[src/rtl/dma_err_pkg.sv]
// Shared constants for the DMA channel error handler.
// Assumes an 8-bit status register and two PCI-side buses.
package dma_err_pkg;
    localparam int STAT_W  = 8;
    localparam int NUM_BUS = 2;
    localparam int SEL_W   = (NUM_BUS > 1) ? $clog2(NUM_BUS) : 1;
    localparam int BIT_PAR = 0;
    localparam int BIT_TAB = 2;
    localparam int BIT_MAB = 3;
    localparam int BIT_IBA = 5;

    typedef struct packed {
        logic par;
        logic tab;
        logic mab;
        logic iba;
    } err_ev_t;

    // Build the status set vector from one cycle's qualified events.
    function automatic logic [STAT_W-1:0] ev_to_vec(input err_ev_t ev);
        logic [STAT_W-1:0] v;
        v = '0;
        v[BIT_PAR] = ev.par;
        v[BIT_TAB] = ev.tab;
        v[BIT_MAB] = ev.mab;
        v[BIT_IBA] = ev.iba;
        return v;
    endfunction

    // Mask of implemented (writable) status bits.
    function automatic logic [STAT_W-1:0] err_mask();
        err_ev_t all;
        all = '{par: 1'b1, tab: 1'b1, mab: 1'b1, iba: 1'b1};
        return ev_to_vec(all);
    endfunction
endpackage

[src/rtl/err_status_reg.sv]
// Sticky write-one-to-clear status register.
// Each bit sets on set_vec and clears on clr_vec; a set wins over a clear.
// Assumes the caller masks unimplemented bits out of both vectors.
module err_status_reg #(
    parameter int W = 8
) (
    input  logic         clk,
    input  logic         rst_n,
    input  logic [W-1:0] set_vec,
    input  logic [W-1:0] clr_vec,
    output logic [W-1:0] stat_q
);
    for (genvar i = 0; i < W; i++) begin : g_bit
        // One sticky status bit with set priority.
        always_ff @(posedge clk) begin
            if (!rst_n)
                stat_q[i] <= 1'b0;
            else if (set_vec[i])
                stat_q[i] <= 1'b1;
            else if (clr_vec[i])
                stat_q[i] <= 1'b0;
        end
    end
endmodule

[src/rtl/err_notify.sv]
// Routes PCI errors to the translation unit of the bus being mastered.
// Emits a one-clock pulse per rising error and remembers the faulted
// bus until the status register is clear. Assumes bus_sel < NB.
module err_notify #(
    parameter int NB    = 2,
    parameter int SEL_W = 1
) (
    input  logic             clk,
    input  logic             rst_n,
    input  logic             pci_err_now,
    input  logic [SEL_W-1:0] bus_sel,
    input  logic             any_status,
    output logic [NB-1:0]    atu_pulse,
    output logic [NB-1:0]    err_bus
);
    logic prev_q;
    logic rise;

    assign rise = pci_err_now & ~prev_q;

    // Remember the previous cycle's PCI error level for edge detection.
    always_ff @(posedge clk) begin
        if (!rst_n) prev_q <= 1'b0;
        else        prev_q <= pci_err_now;
    end

    for (genvar b = 0; b < NB; b++) begin : g_bus
        logic hit;
        assign hit = (bus_sel == SEL_W'(b));

        // Notification pulse towards this bus's translation unit.
        always_ff @(posedge clk) begin
            if (!rst_n) atu_pulse[b] <= 1'b0;
            else        atu_pulse[b] <= rise & hit;
        end

        // Faulted-bus marker, dropped once the status register is clear.
        always_ff @(posedge clk) begin
            if (!rst_n) err_bus[b] <= 1'b0;
            else        err_bus[b] <= (any_status & err_bus[b]) | (pci_err_now & hit);
        end
    end
endmodule

[src/rtl/chan_gate.sv]
// Run state and output gating for the channel.
// Blocks request, transfer and memory write in the error cycle and
// while errors are recorded; retries are blocked only on faulted buses.
module chan_gate #(
    parameter int NB = 2
) (
    input  logic          clk,
    input  logic          rst_n,
    input  logic          err_now,
    input  logic          any_status,
    input  logic          sw_enable,
    input  logic          req_in,
    input  logic          xfer_active,
    input  logic          data_wr_en_in,
    input  logic [NB-1:0] retry_in,
    input  logic [NB-1:0] err_bus,
    output logic          chan_active,
    output logic          bus_req,
    output logic          xfer_continue,
    output logic          mem_wr_en,
    output logic [NB-1:0] retry_go
);
    logic run_q;
    logic blocked;

    // Channel run flag: cleared by recorded errors, set by a clean enable.
    always_ff @(posedge clk) begin
        if (!rst_n)
            run_q <= 1'b0;
        else if (any_status)
            run_q <= 1'b0;
        else if (sw_enable && !err_now)
            run_q <= 1'b1;
    end

    // Combinational stop condition covering all three bus-cycle stages.
    always_comb begin
        blocked       = err_now | any_status | ~run_q;
        bus_req       = req_in & ~blocked;
        xfer_continue = xfer_active & ~blocked;
        mem_wr_en     = data_wr_en_in & ~blocked;
        retry_go      = retry_in & ~err_bus;
    end

    assign chan_active = run_q;
endmodule

[src/rtl/dma_err_ctl.sv]
// Top of the DMA channel error handler. Qualifies error inputs,
// records them in the status register, notifies translation units
// and gates the channel. Assumes error inputs are synchronous to clk.
module dma_err_ctl
    import dma_err_pkg::*;
(
    input  logic                 clk,
    input  logic                 rst_n,
    input  logic                 xfer_active,
    input  logic [SEL_W-1:0]     bus_sel,
    input  logic                 pci_mst_abort,
    input  logic                 pci_tgt_abort,
    input  logic                 pci_par_err,
    input  logic                 ib_desc_err,
    input  logic                 req_in,
    input  logic                 data_wr_en_in,
    input  logic [NUM_BUS-1:0]   retry_in,
    input  logic                 sw_wr_en,
    input  logic [STAT_W-1:0]    sw_wr_data,
    input  logic                 sw_enable,
    output logic [STAT_W-1:0]    status,
    output logic                 atu_err_pri,
    output logic                 atu_err_sec,
    output logic                 chan_active,
    output logic                 bus_req,
    output logic                 xfer_continue,
    output logic                 mem_wr_en,
    output logic [NUM_BUS-1:0]   retry_go
);
    localparam logic [STAT_W-1:0] MASK = err_mask();

    err_ev_t             ev;
    logic [STAT_W-1:0]   set_vec;
    logic [STAT_W-1:0]   clr_vec;
    logic                pci_err_now;
    logic                err_now;
    logic                any_status;
    logic [NUM_BUS-1:0]  atu_pulse;
    logic [NUM_BUS-1:0]  err_bus;

    // Qualify events: PCI errors count only during an active transfer.
    always_comb begin
        ev.par      = pci_par_err   & xfer_active;
        ev.tab      = pci_tgt_abort & xfer_active;
        ev.mab      = pci_mst_abort & xfer_active;
        ev.iba      = ib_desc_err;
        pci_err_now = ev.par | ev.tab | ev.mab;
        err_now     = pci_err_now | ev.iba;
        set_vec     = ev_to_vec(ev);
        clr_vec     = sw_wr_en ? (sw_wr_data & MASK) : '0;
        any_status  = |status;
    end

    err_status_reg #(.W(STAT_W)) u_stat (
        .clk     (clk),
        .rst_n   (rst_n),
        .set_vec (set_vec),
        .clr_vec (clr_vec),
        .stat_q  (status)
    );

    err_notify #(.NB(NUM_BUS), .SEL_W(SEL_W)) u_notify (
        .clk         (clk),
        .rst_n       (rst_n),
        .pci_err_now (pci_err_now),
        .bus_sel     (bus_sel),
        .any_status  (any_status),
        .atu_pulse   (atu_pulse),
        .err_bus     (err_bus)
    );

    chan_gate #(.NB(NUM_BUS)) u_gate (
        .clk           (clk),
        .rst_n         (rst_n),
        .err_now       (err_now),
        .any_status    (any_status),
        .sw_enable     (sw_enable),
        .req_in        (req_in),
        .xfer_active   (xfer_active),
        .data_wr_en_in (data_wr_en_in),
        .retry_in      (retry_in),
        .err_bus       (err_bus),
        .chan_active   (chan_active),
        .bus_req       (bus_req),
        .xfer_continue (xfer_continue),
        .mem_wr_en     (mem_wr_en),
        .retry_go      (retry_go)
    );

    assign atu_err_pri = atu_pulse[0];
    assign atu_err_sec = atu_pulse[1];
endmodule

[config.mk]
export PLATFORM = sky130hd
export DESIGN_NAME = dma_err_ctl
export DESIGN_NICKNAME = d
export VERILOG_FILES = /design/src/rtl/dma_err_pkg.sv /design/src/rtl/err_status_reg.sv /design/src/rtl/err_notify.sv /design/src/rtl/chan_gate.sv /design/src/rtl/dma_err_ctl.sv
export SDC_FILE = /design/constraint.sdc
export NUM_CORES = 1
export LEC_CHECK = 0
export BUFFER_PORTS_ARGS = -buffer_cell sky130_fd_sc_hd__buf_4
export CAP_MARGIN = 0
export CORE_MARGIN = 5
export CORE_UTILIZATION = 40
export CTS_CLUSTER_DIAMETER = 50
export DETAILED_ROUTE_END_ITERATION = 7
export MAX_ROUTING_LAYER = met4
export PLACE_DENSITY = 0.72
export SYNTH_ARGS = -nofsm -noshare
export SYNTH_HDL_FRONTEND = slang
export SYNTH_HIERARCHICAL = 1
export SYNTH_SLANG_ARGS = --single-unit
[constraint.sdc]
create_clock -name clk -period 3.8 [get_ports clk]
set_input_delay 0.76 -clock clk [delete_from_list [all_inputs] [get_ports clk]]
set_output_delay 0.76 -clock clk [all_outputs]
set_load 0.05 [all_outputs]
# After elaboration in Yosys (flattened, before gate mapping)
# Index checks and enable logic that the tools add are counted.
classes:
  muxes: 9
  n_bitwise: 27
  reduce_logical: 8
ops:
  columns: ["cell", "count"]
  rows:
  - ["bitwise AND 1 bit", 13]
  - ["2-to-1 mux 1 bit", 8]
  - ["nonzero test 2 bit", 4]
  - ["bitwise OR 1 bit", 7]
  - ["2-to-1 mux 6 bit", 1]
  - ["inverter 1 bit", 5]
  - ["OR reduction 5 bit", 1]
  - ["OR reduction 4 bit", 1]
  - ["bitwise AND 2 bit", 1]
  - ["inverter 2 bit", 1]
  - ["logical AND 1 bit", 1]
  - ["zero test 1 bit", 1]
word_totals:
  regBits: 10
  output_inout_bits: 16
  word_cells: 54

# Depth between registers and ports, before layout
logic_depth:
  word_depth: 8
  mapped_depth: 4
  ltp_nobuf: 4

# Hierarchy
# The synthesis kept the hierarchy.
modules_own_cells:
  columns: ["module", "instances", "cells_per_inst", "area_each_um2", "seq_area_each_um2"]
  rows:
  - ["err_status_reg", 1, 25, 337.8, 160.2]
  - ["err_notify", 1, 14, 158.9, 100.1]
  - ["chan_gate", 1, 10, 83.8, 20.0]
  - ["dma_err_ctl", 1, 13, 80.1, 0.0]

# Least setup slack after synthesis
# Ideal clock, no wire load.
synth_timing:
  kind: "input port to output port"
  from: "input pci_par_err"
  to: "output bus_req"
  t_arrival_ps: 1956
  required_time_ps: 3040
  slack_ps: 1084
  cell_stages: 4
  n_path_buf: 0
  path_cell_list: "o31a_1 > or2_1 > nor3b_2 > and2_1"
synth_between:
  elab_chain_len: 8
synth_lines:
  columns: ["item", "line_no", "text"]
  rows:
  - ["start: declaration", "dma_err_ctl.sv:13", "input logic pci_par_err,"]
  - ["bitwise AND 1 bit", "dma_err_ctl.sv:43", "ev.par = pci_par_err & xfer_active;"]
  - ["bitwise OR 1 bit (2 in a row)", "dma_err_ctl.sv:47", "pci_err_now = ev.par | ev.tab | ev.mab;"]
  - ["bitwise OR 1 bit", "dma_err_ctl.sv:48", "err_now = pci_err_now | ev.iba;"]
  - ["named net err_now", "dma_err_ctl.sv:36", "logic err_now;"]
  - ["bitwise OR 1 bit (2 in a row)", "chan_gate.sv:38", "blocked = err_now | any_status | ~run_q;"]
  - ["inverter 1 bit", "chan_gate.sv:39", "bus_req = req_in & ~blocked;"]
  - ["bitwise AND 1 bit", "chan_gate.sv:39", null]
  - ["end: declaration", "dma_err_ctl.sv:25", "output logic bus_req,"]
# The timed path passes the listed nets, and every way through them passes these cells.

# Worst setup path in the final report
layout_timing:
  from: "input pci_par_err"
  to: "output mem_wr_en"
layout_between:
  elab_chain_len: 8
layout_lines:
  columns: ["item", "line_no", "text"]
  rows:
  - ["bitwise AND 1 bit", "dma_err_ctl.sv:43", null]
  - ["bitwise OR 1 bit (2 in a row)", "dma_err_ctl.sv:47", null]
  - ["named net pci_err_now", "dma_err_ctl.sv:35", "logic pci_err_now;"]
  - ["bitwise OR 1 bit", "dma_err_ctl.sv:48", null]
  - ["named net err_now", "dma_err_ctl.sv:36", null]
  - ["bitwise OR 1 bit (2 in a row)", "chan_gate.sv:38", null]
  - ["inverter 1 bit", "chan_gate.sv:41", "mem_wr_en = data_wr_en_in & ~blocked;"]
  - ["bitwise AND 1 bit", "chan_gate.sv:41", null]
  - ["end: declaration", "dma_err_ctl.sv:27", "output logic mem_wr_en,"]
# The timed path passes the listed nets, and every way through them passes these cells.

==> results.cfg <==
[cts]
cts_setup_buffers = 0
cts.sinks = 14
clockRootBuffer = clkbuf_4
cts_tree = built
cts.htree.levels = 1
ctsHoldBuffers = 0
cts_buffer_depth = 2
worstSkewPairLatency_ps = 270
cts_inserted_buffers = 3
path_clk_slew_ps = 80
ctsResizeCount = 0

[detailed_routing]
ant_nets = 0
drt_pre_antenna_iters = 1
drt_iter0_markers = 0
drt-vias-per-instance = 4.50
wire_per_inst_um = 10.7
drc_errors = 0
routed_wl_mm = 1.30
num_vias = 545

[setup_path]
slowest_stage = o31a_1
path_cells = buf_4, o31a_1, or2_1, nor3b_2, and2_1, buf_4
cp_common_cell = buf_4
worstSetupPathType = in -> out
cp.arrival_ps = 2030
worstSetupStartpointType = input port
crit_required_ps = 3040
path_max_fanout = 4
critPathBufInv = 2
cpLargestDelayFamily = simple AND/OR/NAND/NOR gates
slowest_delay_ps = 350
worst_setup_path_end_kind = output pin

[placement]
pre_cts_ws_ps = 1000
dpl_cell_area_sq_um = 947
numPortBuffers = 33
dp.cells = 117
dp_hpwl_mm = 1.09
gp_congestion = 0.698

[sta]
worst_slack_ps = 1010
hold_viol_final = 0
fin_crit_ps = 2790
timing.fmax_mhz = 358
grt_setup_unrepaired = no
drv_slew = 0
min_period_over_period_pct = 73.5
tns_ps = 0
finalSetupViolCount = 0
clock_skew_ps = 0.518

[global_route]
grt_max_degree = 13
met3_usage_pct = 2.66
grt_use_met1_pct = 12.6
top_usage_layer = met2
grt_overflow = 0
grt_pass1_vias = 553
grt_pass1_wl_mm = 2.28
grtUsageTotal_pct = 11.7
antenna_found_initial = 0
use_met2_pct = 19.4

[pwr]
leakagePower_nw = 0.484
clockPowerShare_pct = 29.7
power_frac_seq_pct = 45.7
power-per-cell-area_mw_per_mm2 = 358
intPower_w = 0.000252
switchingPower_w = 0.0000999
switching_share_pct = 28.4
pwr-share-comb_pct = 24.6
power_w = 0.000352
peakVddDrop_mv = 0.178

[logic_synthesis]
synth_mux_area_share_pct = 0
synth_top_family_by_area = simple AND/OR/NAND/NOR gates
synth_cells = 62
synth.distinct_cells = 20
syn_avg_cell_area_sq_um = 10.7
synthAdderAreaFrac_pct = 0
synth_compound_area_share_pct = 14.2
yosysWarnings = 6
yosys.area_share.xor_xnor_pct = 0
synthesis.area_sq_um = 661
yosys.area_share.simple_pct = 40.5
ys_seq_area_share_pct = 42.4
ys_ff_latch = 14

[layout]
layout_common_cells = buf_4, dfxtp_1, and2_1
final_nets = 128
syn2layout_area_growth_pct = 48.9
drive_gt1_share_pct = 46.7
final_common_cell = buf_4
design_area_sq_um = 983
stdcell_count = 121
n_antenna_cell = 0

[job]
cap_violations = 0

[floorplanning]
die_x_um = 50.6
ioPinCount = 38
core_region_area_sq_mm = 0.00154
placementRows = 14
die_h_um = 50.6
die_area_sq_mm = 0.00256
start_util_pct = 42.9

[hold_path]
min-delay-path-class = reg -> reg

[status]
status = finished, final reports clean
==> kinds of logic (layout without fill, tap and decap cells) <==
logic type             count (synthesis)  in the layout
buffers and inverters                  3             39
other                                  1              8
flip-flops                            14             14
AO/OA/AOI/OAI                         12             12
AND/OR/NAND/NOR                       32             32
==> cells in the mapped netlist <==
master / count / area (sq um)
and2_2: 1 / 7.51
conb_1: 1 / 3.75
nor2b_1: 4 / 25.0
o21a_1: 8 / 60.1
nand2b_1: 1 / 6.26
nor3_1: 1 / 5.00
nor2b_4: 8 / 110
inv_1: 2 / 7.51
nor3b_2: 2 / 25.0
and2_1: 9 / 56.3
o211a_1: 1 / 10.0
a22oi_1: 1 / 7.51
a21boi_1: 1 / 7.51
nor4_1: 2 / 12.5
o31a_1: 1 / 8.76
nand2_2: 1 / 6.26
dfxtp_1: 14 / 280
nand2_1: 2 / 7.51
or2_1: 1 / 6.26
buf_4: 1 / 7.51
==> sequential cells by signal (all words and copies together), names as in the netlist <==
name / flops
u_stat/stat_q: 8
u_notify/atu_pulse: 2
u_notify/err_bus: 2
u_gate/chan_active: 1
u_notify/prev_q: 1
==> through the flow <==
stage               utilization (%)  hold slack (ps)
CTS                            63.8              444
floorplan                         -              414
finish                         63.8              441
global route                   63.8              464
detailed placement             61.4              429
global placement               61.4              416
==> per-layer routing <==
layer | vias up | wire [um]
li1 | 284 | -
met4 | 0 | 11
met2 | 19 | 674
met3 | 2 | 100
met5 | - | 0
met1 | 240 | 509
==> cell type report <==
| type | count | area (sq um) |
|---|---|---|
| Fill cell | 139 | 558 |
| Multi-Input combinational cell | 52 | 392 |
| Sequential cell | 14 | 280 |
| Timing Repair Buffer | 33 | 248 |
| Clock buffer | 4 | 36.3 |
| Tap cell | 16 | 20.0 |
| Inverter | 2 | 7.51 |
==> path summary, 6_finish.rpt <==
check | start | slack [ps] | cells after the start | end
setup / recovery | pci_par_err | 1010 | 6 | mem_wr_en
hold / removal | u_notify/prev_q$_SDFF_PN0_ | 440 | 1 | u_notify/atu_pulse[1]$_SDFF_PN0_
setup reg to reg | u_stat/stat_q[1]$_SDFFE_PN0P_ | 2580 | 4 | u_notify/err_bus[1]$_SDFF_PN0_
hold reg to reg | u_notify/prev_q$_SDFF_PN0_ | 440 | 1 | u_notify/atu_pulse[1]$_SDFF_PN0_
==> power groups by stage <==
stage               Combinational [W]  Clock, W  Sequential, W
floorplan                   0.0000348         0       0.000186
global placement            0.0000863         0       0.000164
detailed placement          0.0000873         0       0.000164
CTS                         0.0000874  0.000110       0.000161
global route                0.0000928  0.000118       0.000162
finish                      0.0000866  0.000104       0.000161
(Power assumes the default switching activity.)
